==> src/rtl/svm_pkg.sv <==
package svm_pkg;
  typedef enum logic { ST_IDLE = 1'b0, ST_BUSY = 1'b1 } mix_st_e;
endpackage

==> src/rtl/svm_slice_seq.sv <==
module svm_slice_seq #(
  parameter int NV    = 8,
  parameter int SLICE = 15,
  parameter int SEL_W = $clog2(NV),
  parameter int SUB_W = $clog2(SLICE)
) (
  input  logic             clk,
  input  logic             rst,
  input  logic [SEL_W-1:0] last_slice,
  output logic [SEL_W-1:0] slice_k,
  output logic [SUB_W-1:0] sub_cnt,
  output logic [SEL_W-1:0] voice_idx
);
  localparam logic [SUB_W-1:0] SUB_LAST = SUB_W'(SLICE - 1);
  localparam logic [SEL_W-1:0] TOP_IDX  = SEL_W'(NV - 1);

  always_ff @(posedge clk) begin
    if (rst) begin
      slice_k <= '0;
      sub_cnt <= '0;
    end else if (sub_cnt == SUB_LAST) begin
      sub_cnt <= '0;
      slice_k <= (slice_k >= last_slice) ? '0 : slice_k + 1'b1;
    end else begin
      sub_cnt <= sub_cnt + 1'b1;
    end
  end

  // reversed presentation order
  assign voice_idx = TOP_IDX - slice_k;
endmodule

==> src/rtl/svm_gain_bank.sv <==
module svm_gain_bank #(
  parameter int NV       = 8,
  parameter int GW       = 8,
  parameter int GAIN_RST = 128,
  parameter int SEL_W    = $clog2(NV)
) (
  input  logic             clk,
  input  logic             rst,
  input  logic             wr_en,
  input  logic [SEL_W-1:0] wr_idx,
  input  logic [GW-1:0]    wr_l,
  input  logic [GW-1:0]    wr_r,
  input  logic [SEL_W-1:0] rd_idx,
  output logic [GW-1:0]    rd_l,
  output logic [GW-1:0]    rd_r
);
  logic [GW-1:0] g_l [NV];
  logic [GW-1:0] g_r [NV];

  always_ff @(posedge clk) begin
    if (rst) begin
      for (int i = 0; i < NV; i++) begin
        g_l[i] <= GW'(GAIN_RST);
        g_r[i] <= GW'(GAIN_RST);
      end
    end else if (wr_en) begin
      g_l[wr_idx] <= wr_l;
      g_r[wr_idx] <= wr_r;
    end
  end

  assign rd_l = g_l[rd_idx];
  assign rd_r = g_r[rd_idx];
endmodule

==> src/rtl/svm_seq_div.sv <==
module svm_seq_div #(
  parameter int NUM_W  = 30,
  parameter int DEN_W  = 13,
  parameter int STEP_W = $clog2(NUM_W + 1)
) (
  input  logic                    clk,
  input  logic                    rst,
  input  logic                    start,
  input  logic                    num_neg,
  input  logic [NUM_W-1:0]        num_mag,
  input  logic [DEN_W-1:0]        den,
  output logic                    done,
  output logic signed [NUM_W-1:0] quo
);
  logic [NUM_W-1:0]  q_sh;
  logic [DEN_W-1:0]  rem;
  logic [DEN_W-1:0]  den_r;
  logic              neg_r;
  logic              zero_r;
  logic [STEP_W-1:0] steps;

  logic [DEN_W:0]   rem_sh;
  logic             fits;
  logic [DEN_W:0]   rem_diff;
  logic [NUM_W-1:0] q_nx;

  always_comb begin
    rem_sh   = {rem, q_sh[NUM_W-1]};
    fits     = rem_sh >= {1'b0, den_r};
    rem_diff = rem_sh - {1'b0, den_r};
    q_nx     = {q_sh[NUM_W-2:0], fits};
  end

  always_ff @(posedge clk) begin
    if (rst) begin
      q_sh   <= '0;
      rem    <= '0;
      den_r  <= '0;
      neg_r  <= 1'b0;
      zero_r <= 1'b0;
      steps  <= '0;
      done   <= 1'b0;
      quo    <= '0;
    end else begin
      done <= 1'b0;
      if (start) begin
        q_sh   <= num_mag;
        rem    <= '0;
        den_r  <= den;
        neg_r  <= num_neg;
        zero_r <= (den == '0);
        steps  <= STEP_W'(NUM_W);
      end else if (steps != '0) begin
        q_sh  <= q_nx;
        rem   <= fits ? rem_diff[DEN_W-1:0] : rem_sh[DEN_W-1:0];
        steps <= steps - 1'b1;
        if (steps == STEP_W'(1)) begin
          done <= 1'b1;
          if (zero_r)     quo <= '0;
          else if (neg_r) quo <= -$signed(q_nx);
          else            quo <= $signed(q_nx);
        end
      end
    end
  end
endmodule

==> src/rtl/serial_voice_mixer.sv <==
module serial_voice_mixer #(
  parameter int NV       = 8,
  parameter int VW       = 8,
  parameter int GW       = 8,
  parameter int SLICE    = 15,
  parameter int WIN_MAX  = 4096,
  parameter int GAIN_RST = 128,
  parameter int SEL_W    = $clog2(NV),
  parameter int PROD_W   = VW + GW + 1,
  parameter int OUT_W    = PROD_W
) (
  input  logic                    clk,
  input  logic                    rst,
  input  logic [NV*VW-1:0]        voice_vals,
  input  logic [SEL_W-1:0]        voice_cnt_m1,
  input  logic [NV-1:0]           voice_mask,
  input  logic                    master_dis,
  input  logic                    gain_we,
  input  logic [SEL_W-1:0]        gain_sel,
  input  logic [GW-1:0]           gain_l,
  input  logic [GW-1:0]           gain_r,
  input  logic                    req_valid,
  output logic                    req_ready,
  output logic                    smp_valid,
  output logic signed [OUT_W-1:0] smp_left,
  output logic signed [OUT_W-1:0] smp_right
);
  import svm_pkg::*;

  localparam int SUB_W = $clog2(SLICE);
  localparam int CNT_W = $clog2(WIN_MAX + 1);
  localparam int ACC_W = PROD_W + CNT_W;
  localparam logic [CNT_W-1:0] CNT_TOP = CNT_W'(WIN_MAX);

  logic [SEL_W-1:0] slice_k;
  logic [SUB_W-1:0] sub_cnt;
  logic [SEL_W-1:0] voice_idx;
  logic [GW-1:0]    cur_gl;
  logic [GW-1:0]    cur_gr;

  svm_slice_seq #(.NV(NV), .SLICE(SLICE), .SEL_W(SEL_W), .SUB_W(SUB_W)) u_seq (
    .clk(clk), .rst(rst), .last_slice(voice_cnt_m1),
    .slice_k(slice_k), .sub_cnt(sub_cnt), .voice_idx(voice_idx)
  );

  svm_gain_bank #(.NV(NV), .GW(GW), .GAIN_RST(GAIN_RST), .SEL_W(SEL_W)) u_gain (
    .clk(clk), .rst(rst), .wr_en(gain_we), .wr_idx(gain_sel),
    .wr_l(gain_l), .wr_r(gain_r), .rd_idx(voice_idx),
    .rd_l(cur_gl), .rd_r(cur_gr)
  );

  // weighted contribution of the voice on show
  logic signed [VW-1:0]     cur_val;
  logic signed [PROD_W-1:0] prod_l, prod_r;
  logic signed [ACC_W-1:0]  add_l, add_r;

  always_comb begin
    cur_val = $signed(voice_vals[voice_idx*VW +: VW]);
    prod_l  = PROD_W'(cur_val * $signed({1'b0, cur_gl}));
    prod_r  = PROD_W'(cur_val * $signed({1'b0, cur_gr}));
    if (voice_mask[voice_idx]) begin
      add_l = '0;
      add_r = '0;
    end else begin
      add_l = ACC_W'(prod_l);
      add_r = ACC_W'(prod_r);
    end
  end

  mix_st_e                 st;
  logic                    hs;
  logic signed [ACC_W-1:0] acc_l, acc_r;
  logic [CNT_W-1:0]        win_cnt;

  assign req_ready = (st == ST_IDLE);
  assign hs        = req_valid && req_ready;

  always_ff @(posedge clk) begin
    if (rst) begin
      acc_l   <= '0;
      acc_r   <= '0;
      win_cnt <= '0;
    end else if (hs) begin
      acc_l   <= add_l;
      acc_r   <= add_r;
      win_cnt <= CNT_W'(1);
    end else begin
      acc_l   <= acc_l + add_l;
      acc_r   <= acc_r + add_r;
      win_cnt <= (win_cnt == CNT_TOP) ? win_cnt : win_cnt + 1'b1;
    end
  end

  // magnitudes of twice the sums feed the two dividers
  logic [ACC_W-1:0] mag_l, mag_r;
  always_comb begin
    mag_l = acc_l[ACC_W-1] ? ACC_W'(-acc_l) : ACC_W'(acc_l);
    mag_r = acc_r[ACC_W-1] ? ACC_W'(-acc_r) : ACC_W'(acc_r);
  end

  logic [1:0]              div_done;
  logic signed [ACC_W-1:0] div_q [2];
  logic [ACC_W-1:0]        div_num [2];
  logic [1:0]              div_neg;

  assign div_num[0] = {mag_l[ACC_W-2:0], 1'b0};
  assign div_num[1] = {mag_r[ACC_W-2:0], 1'b0};
  assign div_neg    = {acc_r[ACC_W-1], acc_l[ACC_W-1]};

  for (genvar c = 0; c < 2; c++) begin : g_div
    svm_seq_div #(.NUM_W(ACC_W), .DEN_W(CNT_W)) u_div (
      .clk(clk), .rst(rst), .start(hs), .num_neg(div_neg[c]),
      .num_mag(div_num[c]), .den(win_cnt),
      .done(div_done[c]), .quo(div_q[c])
    );
  end

  always_ff @(posedge clk) begin
    if (rst) begin
      st        <= ST_IDLE;
      smp_valid <= 1'b0;
      smp_left  <= '0;
      smp_right <= '0;
    end else begin
      smp_valid <= 1'b0;
      if (hs) st <= ST_BUSY;
      if (div_done[0]) begin
        st        <= ST_IDLE;
        smp_valid <= 1'b1;
        smp_left  <= master_dis ? '0 : div_q[0][OUT_W-1:0];
        smp_right <= master_dis ? '0 : div_q[1][OUT_W-1:0];
      end else if (master_dis) begin
        smp_left  <= '0;
        smp_right <= '0;
      end
    end
  end
endmodule

==> config.mk <==
export PLATFORM = sky130hd
export DESIGN_NAME = serial_voice_mixer
export DESIGN_NICKNAME = d
export VERILOG_FILES = /design/src/rtl/svm_pkg.sv /design/src/rtl/svm_slice_seq.sv /design/src/rtl/svm_gain_bank.sv /design/src/rtl/svm_seq_div.sv /design/src/rtl/serial_voice_mixer.sv
export SDC_FILE = /design/constraint.sdc
export NUM_CORES = 1
export LEC_CHECK = 0
export BUFFER_PORTS_ARGS = -buffer_cell sky130_fd_sc_hd__buf_4
export CAP_MARGIN = 20
export CORE_UTILIZATION = 54
export DETAILED_ROUTE_END_ITERATION = 10
export PLACE_DENSITY = 0.71
export SLEW_MARGIN = 20
export SYNTH_ARGS = -nofsm -noshare
export SYNTH_HDL_FRONTEND = slang
export SYNTH_HIERARCHICAL = 1
export SYNTH_SLANG_ARGS = --single-unit
export TNS_END_PERCENT = 30
==> constraint.sdc <==
create_clock -name clk -period 11.5 [get_ports clk]
set_input_delay 1.15 -clock clk [delete_from_list [all_inputs] [get_ports clk]]
set_output_delay 1.15 -clock clk [all_outputs]
set_load 0.05 [all_outputs]
-- Word level (Yosys, flattened, before mapping)
Memory sizes are Yosys's and may differ from the RTL's.
Cells that the tools add are included.
Widths: inputs -> output; s select.
- register bits after elaboration: 263
- bits in writable memories: 128
- bits of input ports: 99
- output and inout bits: 36
- memories kept: 2
- memory list (name ; depth ; width ; rd ports ; clocked after Yosys merged registers in ; wr ports ; RTL line ; RTL):
    u_gain.g_l ; 8 ; 8 ; 1 ; 0 ; 8 ; svm_gain_bank.sv:17 ; logic [GW-1:0] g_l [NV];
    u_gain.g_r ; 8 ; 8 ; 1 ; 0 ; 8 ; svm_gain_bank.sv:18 ; logic [GW-1:0] g_r [NV];
- $add $sub $neg: 14
- multiply operators: 2
- order comparisons: 4
- equality and inequality tests: 5
- shift operators: 1
- multiplexer cells: 43
- bitwise logic cells: 3
- reductions and logical operators: 15
- operators by type and width (cell ; number):
    $mux 30 ; 8
    $mux 17 ; 9
    $shiftx 64x7->8 ; 1
    $add 30x30->30 ; 2
    $mux 29 ; 2
    $neg 29->29 ; 2
    $mul 8x9->17 ; 2
    $neg 17->17 ; 2
    $ge 14x13->1 ; 2
    $mux 13 ; 2
    $sub 13x13->13 ; 2
    $mux 5 ; 4
    $mux 8 ; 2
    $reduce_or 8->1 ; 2
    $add 13x1->13 const B ; 1
    $eq 13x13->1 const B ; 1
    $logic_not 13->1 ; 1
    $mux 1 ; 12
    $eq 5x1->1 const B ; 2
    $reduce_bool 5->1 ; 2
    $sub 5x1->5 const B ; 2
    $mux 3 ; 3
    $reduce_and 3->1 ; 2
    $reduce_bool 2->1 ; 3
    other kinds (12) ; 16

-- Depth between registers and ports, before layout
Gate-level depths: netlist of run 1.
- depth in word-level cells: 6
- depth in mapped cells: 34
- gate-level depth less buffers: 32

-- By module
The synthesis of run 1 kept the hierarchy.
- modules (own cells, without submodules) (module ; times used ; cells each ; area each (um2)):
    serial_voice_mixer ; 1 ; 1568 ; 12892.4
    svm_seq_div ; 2 ; 661 ; 5058.6
    svm_gain_bank ; 1 ; 370 ; 5845.6
    svm_slice_seq ; 1 ; 42 ; 399.1

-- Least setup slack after synthesis of run 1
Ideal clock, no wire load.
- path type: register to register
- start point: reg u_seq.slice_k[0]
- end point: reg acc_r[28]
- setup time: 118 ps
- arrival: 8885 ps
- data required time: 11382 ps
- path slack: 2497 ps
- stages on the path, launching flop included: 33
- cells stage by stage: dfxtp_1 -> inv_1 -> buf_2 -> buf_1 -> mux4_2 -> mux2i_1 -> clkbuf_1 -> nand2b_1 -> fa_1 -> fa_1 -> inv_1 -> fa_1 -> inv_1 -> fa_1 -> inv_1 -> ha_1 -> inv_1 -> o21bai_1 -> a21o_1 -> a31oi_1 -> o21ai_0 -> o41ai_1 -> mux2i_1 -> ha_1 -> a21oi_1 -> a21oi_1 -> o21ai_0 -> a211oi_1 -> a21bo_2 -> a31oi_1 -> o311ai_0 -> nand3_1 -> a32o_1
- cells in the longest elaborated chain, start to end: 6
- elaborated cells on any way between the ends: 9
- classes of those cells: 2 x add/sub; 1 x mul; 1 x shift; 4 x mux; 1 x memory
- RTL lines (item ; RTL line ; RTL):
    start, declared ; svm_slice_seq.sv:10 ; output logic [SEL_W-1:0] slice_k,
    start signal, assigned ; svm_slice_seq.sv:23 ; slice_k <= (slice_k >= last_slice) ? '0 : slice_k + 1'b1;
    $sub 3x3->3 (*) ; svm_slice_seq.sv:30 ; assign voice_idx = TOP_IDX - slice_k;
    net voice_idx[0] ; serial_voice_mixer.sv:37 ; logic [SEL_W-1:0] voice_idx;
    $shiftx 64x7->8 (tied with other cells) ; serial_voice_mixer.sv:58 ; cur_val = $signed(voice_vals[voice_idx*VW +: VW]);
    $mul 8x9->17 / $mux 1 (equally long branches) ; serial_voice_mixer.sv:60, serial_voice_mixer.sv:61 ;
    $mux 30 (*) ; serial_voice_mixer.sv:61 ; if (voice_mask[voice_idx]) begin
    $add 30x30->30 ; serial_voice_mixer.sv:89 ; acc_r <= acc_r + add_r;
    $mux 30 (*) ; serial_voice_mixer.sv:83 ; end else if (hs) begin
    end signal, assigned ; serial_voice_mixer.sv:85 ; acc_r <= add_r;
    end signal, assigned ; serial_voice_mixer.sv:89 ;
    end, declared ; serial_voice_mixer.sv:72 ; logic signed [ACC_W-1:0] acc_l, acc_r;
Mark *: on every way through the listed nets, which the timed path passes. The rest lies on a longest branch. The select of a mux whose other input is x is not followed.
A chain may end at the register's enable or synchronous reset.

-- Final worst setup path of run 1
- start point: reg u_seq.slice_k[0]
- end point: reg acc_r[28]
- cells in the longest elaborated chain, start to end: 6
- elaborated cells on any way between the ends: 9
- classes of those cells: 2 x add/sub; 1 x mul; 1 x shift; 4 x mux; 1 x memory
- RTL lines (item ; RTL line ; RTL):
    $sub 3x3->3 (*) ; svm_slice_seq.sv:30 ;
    net voice_idx[0] ; serial_voice_mixer.sv:37 ;
    $mem_v2 8x8 (*) ; -- ;
    net cur_gr[2] ; serial_voice_mixer.sv:39 ; logic [GW-1:0] cur_gr;
    $mul 8x9->17 (*) ; serial_voice_mixer.sv:60 ; prod_r = PROD_W'(cur_val * $signed({1'b0, cur_gr}));
    $mux 30 (*) ; serial_voice_mixer.sv:61 ;
    $add 30x30->30 ; serial_voice_mixer.sv:89 ;
    $mux 30 (*) ; serial_voice_mixer.sv:83 ;
Marked as above.

==> metrics.md, run 1 <==
| Metric | Value |
|---|---|
| Slew Viols, Final | 0 |
| Synth Instances | between 3000 and 4000 |
| Startpoint types | register |
| Ratio of cells with drive above 1 in the final layout | 10.4% |
| Area post-placement | 29200 um2 |
| Hold_ws | around 460 ps |
| Worst path top cell family by delay | compound AO/OA/AOI/OAI gates |
| Post-CTS Hold Fix Bufs | 0 |
| Min-Delay Endpoint | g_div[0].u_div/quo[8]$_SDFFE_PP0P_ |
| CTS root buffer | clkbuf_16 |
| FF/Latch Area | around 9400 um2 |
| Worst Hold Class | register to register |
| Vias per cell | approximately 5.8 |
| Die height | ~230 um |
| P_int | 3.71 mW |
| Part of the cycle the worst path needs | between 70% and 80% |
| Final instance area | just over 30000 um2 |
| Crit path max fanout | 28 |
| R2R Setup Slk | 2430 ps |
| TritonCTS buffer count | 45 |
| Crit path max-delay cell type | mux4_1 |
| Via count | ~23000 |
| Core area | 50500 um2 |
| Mapped Area | 27800 um2 |
| Ys Warns | 6 |
| Total chip power | 6.17 mW |
| CTS resizes | 0 |
| Most common cell after layout, fill and taps aside | nand2_1 |
| Final TNS setup | 0 ps |
| Most frequent cells in the layout | nand2_1, nor2_1, dfxtp_1 |
| Gpl congestion | between 0.8 and 0.9 |
| Crit Path Class | register to register |
| Final wirelength | about 65000 um |
| R2R depth | 31 |
| Multi-input gate area | between 15000 and 20000 um2 |
| Cell area power density | just over 200 nW/um2 |
| Maximum VDD drop | around 0.12 mV |
| H-tree Lvls | 2 |
| Fill count | ~4300 |
| Antenna diodes | 0 |
| Post-route ant nets | 0 |
| RR Startpoint | u_seq/slice_k[0]$_SDFFE_PP0N_ |
| Hold Path Origin | g_div[0].u_div/quo[8]$_SDFFE_PP0P_ |
| Vias in the first global route | between 20000 and 25000 |
| FF-to-FF End | acc_r[28]$_SDFF_PP0_ |
| Synthesis-to-layout area growth | 10.4% |
| TritonCTS clock tree | done |
| Worst-Margin Slew | slightly above 1000 ps |
| Clk pwr share | between 20% and 30% |
| CP bufs+invs | 7 |
| Tot GR Track Use | approximately a quarter |
| Largest net degree at the start of global routing | 80 |
| Max cap viols | 0 |
| Worst Skew | approximately 15 ps |
| Worst skew pair latency | ~590 ps |
| Syn avg cell area | between 8 and 9 um2 |
| Critical path required time | ~12000 ps |
| Final #Nets | roughly 3500 |
| Final setup viols | 0 |
| Run status | finished clean |
| Register share of total power | 30.1% |
| Fmax | between 0.1 and 0.15 GHz |
| Crit end category | register |
| Initial antenna violation count | 0 |
| Switching Share | 39.9% |
| DRT Pass-1 Iters | 5 |
| Die W | 229 um |
| Buffers on Ports | around 130 |
| Global route total overflow | 0 |
| WP data arrival | 9560 ps |
| Hold Vio Cnt, Final | 0 |
| Post-layout min period | around 9000 ps |
| Post-CTS Setup Bufs | 0 |
| DR DRC count | 0 |
| Global-route wire length before repair | 109000 um |
| Slew headroom | between 30% and 40% |
| Largest stage delay, worst path | ~620 ps |
| Hold path depth | 2 |
| Initial Utilization | 55.0% |
| Detail Placement HPWL | roughly 46000 um |
| Clock Tree Buf Depth | 3 |
| Switching power total | about 2.5 mW |
| DIE AREA | around 52000 um2 |
| DR WL/cell | roughly 17 um |
| Number of DRC markers in iteration 0 | roughly 1600 |
| Comb power frac | a little under half |
| IO Pins | about 140 |
| Worst-path clk slew | about 60 ps |
| RSZ-0062 raised after global routing | false |
| Num rows | 82 |
| Clock Sinks | between 400 and 500 |
| Leakage | about 12 nW |
| Final design utilization | between 60% and 70% |
## per-stage QoR
step | std cells | worst slack (ps)
floorplan | 3129 | 2500
global placement | 3790 | 2710
detailed placement | 3790 | 2470
CTS | 3872 | 2420
global route | 3872 | 1690
finish | 3872 | 2430
## final cells by class
cell class / instances / area share, %
Clock buffer: 60 / 4.06
Clock inverter: 22 / 0.743
Inverter: 222 / 2.73
Multi-Input combinational cell: 2319 / 54.9
Sequential cell: 405 / 30.6
Tap cell: 672 / 2.74
Timing Repair Buffer: 172 / 4.22
## metal layers
metal	GRT usage (%)	up-vias	wire length (um)
met5	0	-	0
met1	32.3	10832	28500
li1	-	11111	-
met2	43.3	578	32200
met4	7.11	0	1330
met3	2.57	107	3020
## state kept, by name (all words and copies together) (netlist names), 2 cells and up
register / count
g_div.u_div/rem: 26
g_div.u_div/q_sh: 60
u_gain/g_l: 64
u_seq/sub_cnt: 4
win_cnt: 13
smp_right: 17
g_div.u_div/den_r: 26
g_div.u_div/steps: 10
smp_left: 17
u_seq/slice_k: 3
acc_r: 30
acc_l: 30
g_div.u_div/quo: 34
u_gain/g_r: 64
g_div.u_div/zero_r: 2
g_div.u_div/neg_r: 2
## worst min-delay path, stage by stage, from the launching register on
cell	delay (ps)
dfxtp_1	330
nand2_1	50
o21ai_0	60
## worst max-delay path by stage
stage	start	to	cells past startpoint
finish	u_seq/slice_k[0]$_SDFFE_PP0N_	acc_r[28]$_SDFF_PP0_	31
global route	u_seq/slice_k[0]$_SDFFE_PP0N_	acc_r[28]$_SDFF_PP0_	31
CTS	u_seq/slice_k[0]$_SDFFE_PP0N_	acc_r[28]$_SDFF_PP0_	31
detailed placement	u_seq/slice_k[0]$_SDFFE_PP0N_	acc_r[28]$_SDFF_PP0_	31
global placement	u_seq/slice_k[0]$_SDFFE_PP0N_	acc_r[28]$_SDFF_PP0_	31
floorplan	u_seq/slice_k[0]$_SDFFE_PP0N_	acc_r[28]$_SDFF_PP0_	32
## power groups by stage
stage,clock network (mW),registers [mW],logic [mW]
after floorplan,0,1.79,2.34
after global placement,0,1.87,2.76
after detailed placement,0,1.88,2.83
after CTS,1.48,1.85,2.86
after global routing,1.53,1.88,3.24
final,1.45,1.86,2.87
(Power assumes the default switching activity.)
==> inputs of run 2 (changes only) <==
==> constraint.sdc (replaced) <==
create_clock -name clk -period 8.7 [get_ports clk]
set_input_delay 0.87 -clock clk [delete_from_list [all_inputs] [get_ports clk]]
set_output_delay 0.87 -clock clk [all_outputs]
set_load 0.05 [all_outputs]
==> metrics.md, run 2 (same netlist as run 1, synthesis figures left out) <==
| Metric | Value |
|---|---|
| Run status | finished clean |
| Gpl congestion | approximately 0.88 |
| Largest regs | u_gain/g_l: 64 flops, u_gain/g_r: 64 flops, g_div.u_div/q_sh: 60 flops |
| Critical path required time | 9180 ps |
| Worst Skew | about 26 ps |
| Via count | about 23000 |
| Hold Vio Cnt, Final | 0 |
| Detail Placement HPWL | approximately 47000 um |
| Crit path max-delay cell type | mux4_2 |
| Total chip power | approximately 8.2 mW |
| TritonCTS clock tree | done |
| Switching Share | between 30% and 40% |
| Tot GR Track Use | between 20% and 30% |
| Core area | about 50000 um2 |
| Worst path most repeated cell | fa_1 |
| Leakage | about 12 nW |
| Final #Nets | about 3500 |
| TritonCTS buffer count | 45 |
| Final instance area | 30800 um2 |
| Post-layout min period | just over 8000 ps |
| Crit end category | register |
| Clock Sinks | 405 |
| Final setup viols | 0 |
| Post-CTS Setup Bufs | 0 |
| Switching power total | approximately 3.3 mW |
| P_int | approximately 5 mW |
| Comb power frac | 46.1% |
| CTS root buffer | clkbuf_16 |
| RR Startpoint | u_seq/slice_k[0]$_SDFFE_PP0N_ |
| Clock Tree Buf Depth | 3 |
| Max cap viols | 0 |
| Slew Viols, Final | 0 |
| Worst Hold Class | register to register |
| Fill count | between 4000 and 5000 |
| Crit path max fanout | 19 |
| DIE AREA | roughly 52000 um2 |
| Worst-path clk slew | 70 ps |
| Met3 wire length | approximately 2900 um |
| Vias per cell | between 5 and 6 |
| DR DRC count | 0 |
| Post-CTS Hold Fix Bufs | 0 |
| RSZ-0062 raised after global routing | false |
| Largest net degree at the start of global routing | 79 |
| Ratio of cells with drive above 1 in the final layout | between 10% and 20% |
| Crit Path Class | register to register |
| Largest stage delay, worst path | approximately 550 ps |
| Global-route wire length before repair | around 110000 um |
| Part of the cycle the worst path needs | 92.9% |
| Fmax | between 0.1 and 0.15 GHz |
| WP data arrival | roughly 8600 ps |
| Number of DRC markers in iteration 0 | approximately 1500 |
| Most common cell after layout, fill and taps aside | nand2_1 |
| Die height | 229 um |
| Final TNS setup | 0 ps |
| Hold Path Origin | g_div[1].u_div/quo[7]$_SDFFE_PP0P_ |
| H-tree Lvls | 2 |
| Startpoint types | register |
| Synthesis-to-layout area growth | 11.0% |
| Slew headroom | about a third |
| Worst skew pair latency | ~590 ps |
| Final wirelength | about 66000 um |
| CP startpoint | u_seq/slice_k[0]$_SDFFE_PP0N_ |
| Maximum VDD drop | roughly 0.17 mV |
| IO Pins | roughly 140 |
| Initial Utilization | approximately 55% |
| Num rows | 82 |
| Clk pwr share | between 20% and 30% |
| Met1 wire length | around 29000 um |
| DR WL/cell | 17.0 um |
| R2R Setup Slk | a little over 600 ps |
| Hold_ws | around 460 ps |
| Die W | around 230 um |
| Initial antenna violation count | 0 |
| Met2 WL | around 33000 um |
| Cell area power density | 268 nW/um2 |
| Highest metal used | met4 |
| Area post-placement | ~29000 um2 |
| Global route total overflow | 0 |
| Final design utilization | roughly three fifths |
| Most frequent cells in the layout | nand2_1, nor2_1, dfxtp_1 |
| Register share of total power | 29.7% |
| Vias in the first global route | about 22000 |
| CTS resizes | 0 |
| Buffers on Ports | 134 |
| Antenna diodes | 0 |
| Worst-Margin Slew | 1030 ps |
| Post-route ant nets | 0 |
| DRT Pass-1 Iters | 6 |
## run 2: cell types whose count changed in the layout (fill, tap and decap cells not counted), sizes merged
cell and delta:
bufinv +3, clkinv +4, buf +7, clkbuf -5
clkinvlp -2, inv -1
## run 2: metal layers
metal  vias up  GRT usage [%]
met3       102           2.81
li1      11139              -
met4         0           7.15
met2       544           44.6
met5         -              0
met1     10827           32.2
## run 2: power groups by stage
stage,clock network (mW),logic [mW],registers (mW)
CTS,2.03,3.79,2.45
finish,1.99,3.81,2.45
floorplan,0,3.09,2.36
global placement,0,3.66,2.47
detailed placement,0,3.75,2.49
global route,2.11,4.30,2.49
## run 2: layout make-up
cell class | count | area (um2) | area share (%)
inverters | 222 | 838 | 2.72
well taps | 672 | 841 | 2.73
multi-input cells | 2319 | 16800 | 54.6
flip-flops and latches | 405 | 9390 | 30.5
clock inverters | 26 | 323 | 1.05
repair buffers | 179 | 1360 | 4.41
clock buffers | 55 | 1230 | 4.00
## run 2: critical path: cells and delay by family (launching register included)
family                   cells  cell delay, ps
AND/OR/NAND/NOR              5             870
AO/OA/AOI/OAI               11            2480
multiplexers                 2             820
flip-flops                   1             360
buffers and inverters        6             900
XOR/XNOR                     1             150
adder cells (fa/ha/maj)      6            2390
## run 2: stage by stage
step,instances,worst slack [ps]
finish,3878,617
detailed placement,3797,410
global placement,3797,543
floorplan,3129,152
global route,3878,7.61
CTS,3878,441
## run 2: path summary, 6_finish.rpt
path	depth (start not counted)	end
hold / removal	2	g_div[1].u_div/quo[7]$_SDFFE_PP0P_
setup / recovery	31	acc_r[28]$_SDFF_PP0_
setup reg to reg	31	acc_r[28]$_SDFF_PP0_
hold reg to reg	2	g_div[1].u_div/quo[7]$_SDFFE_PP0P_
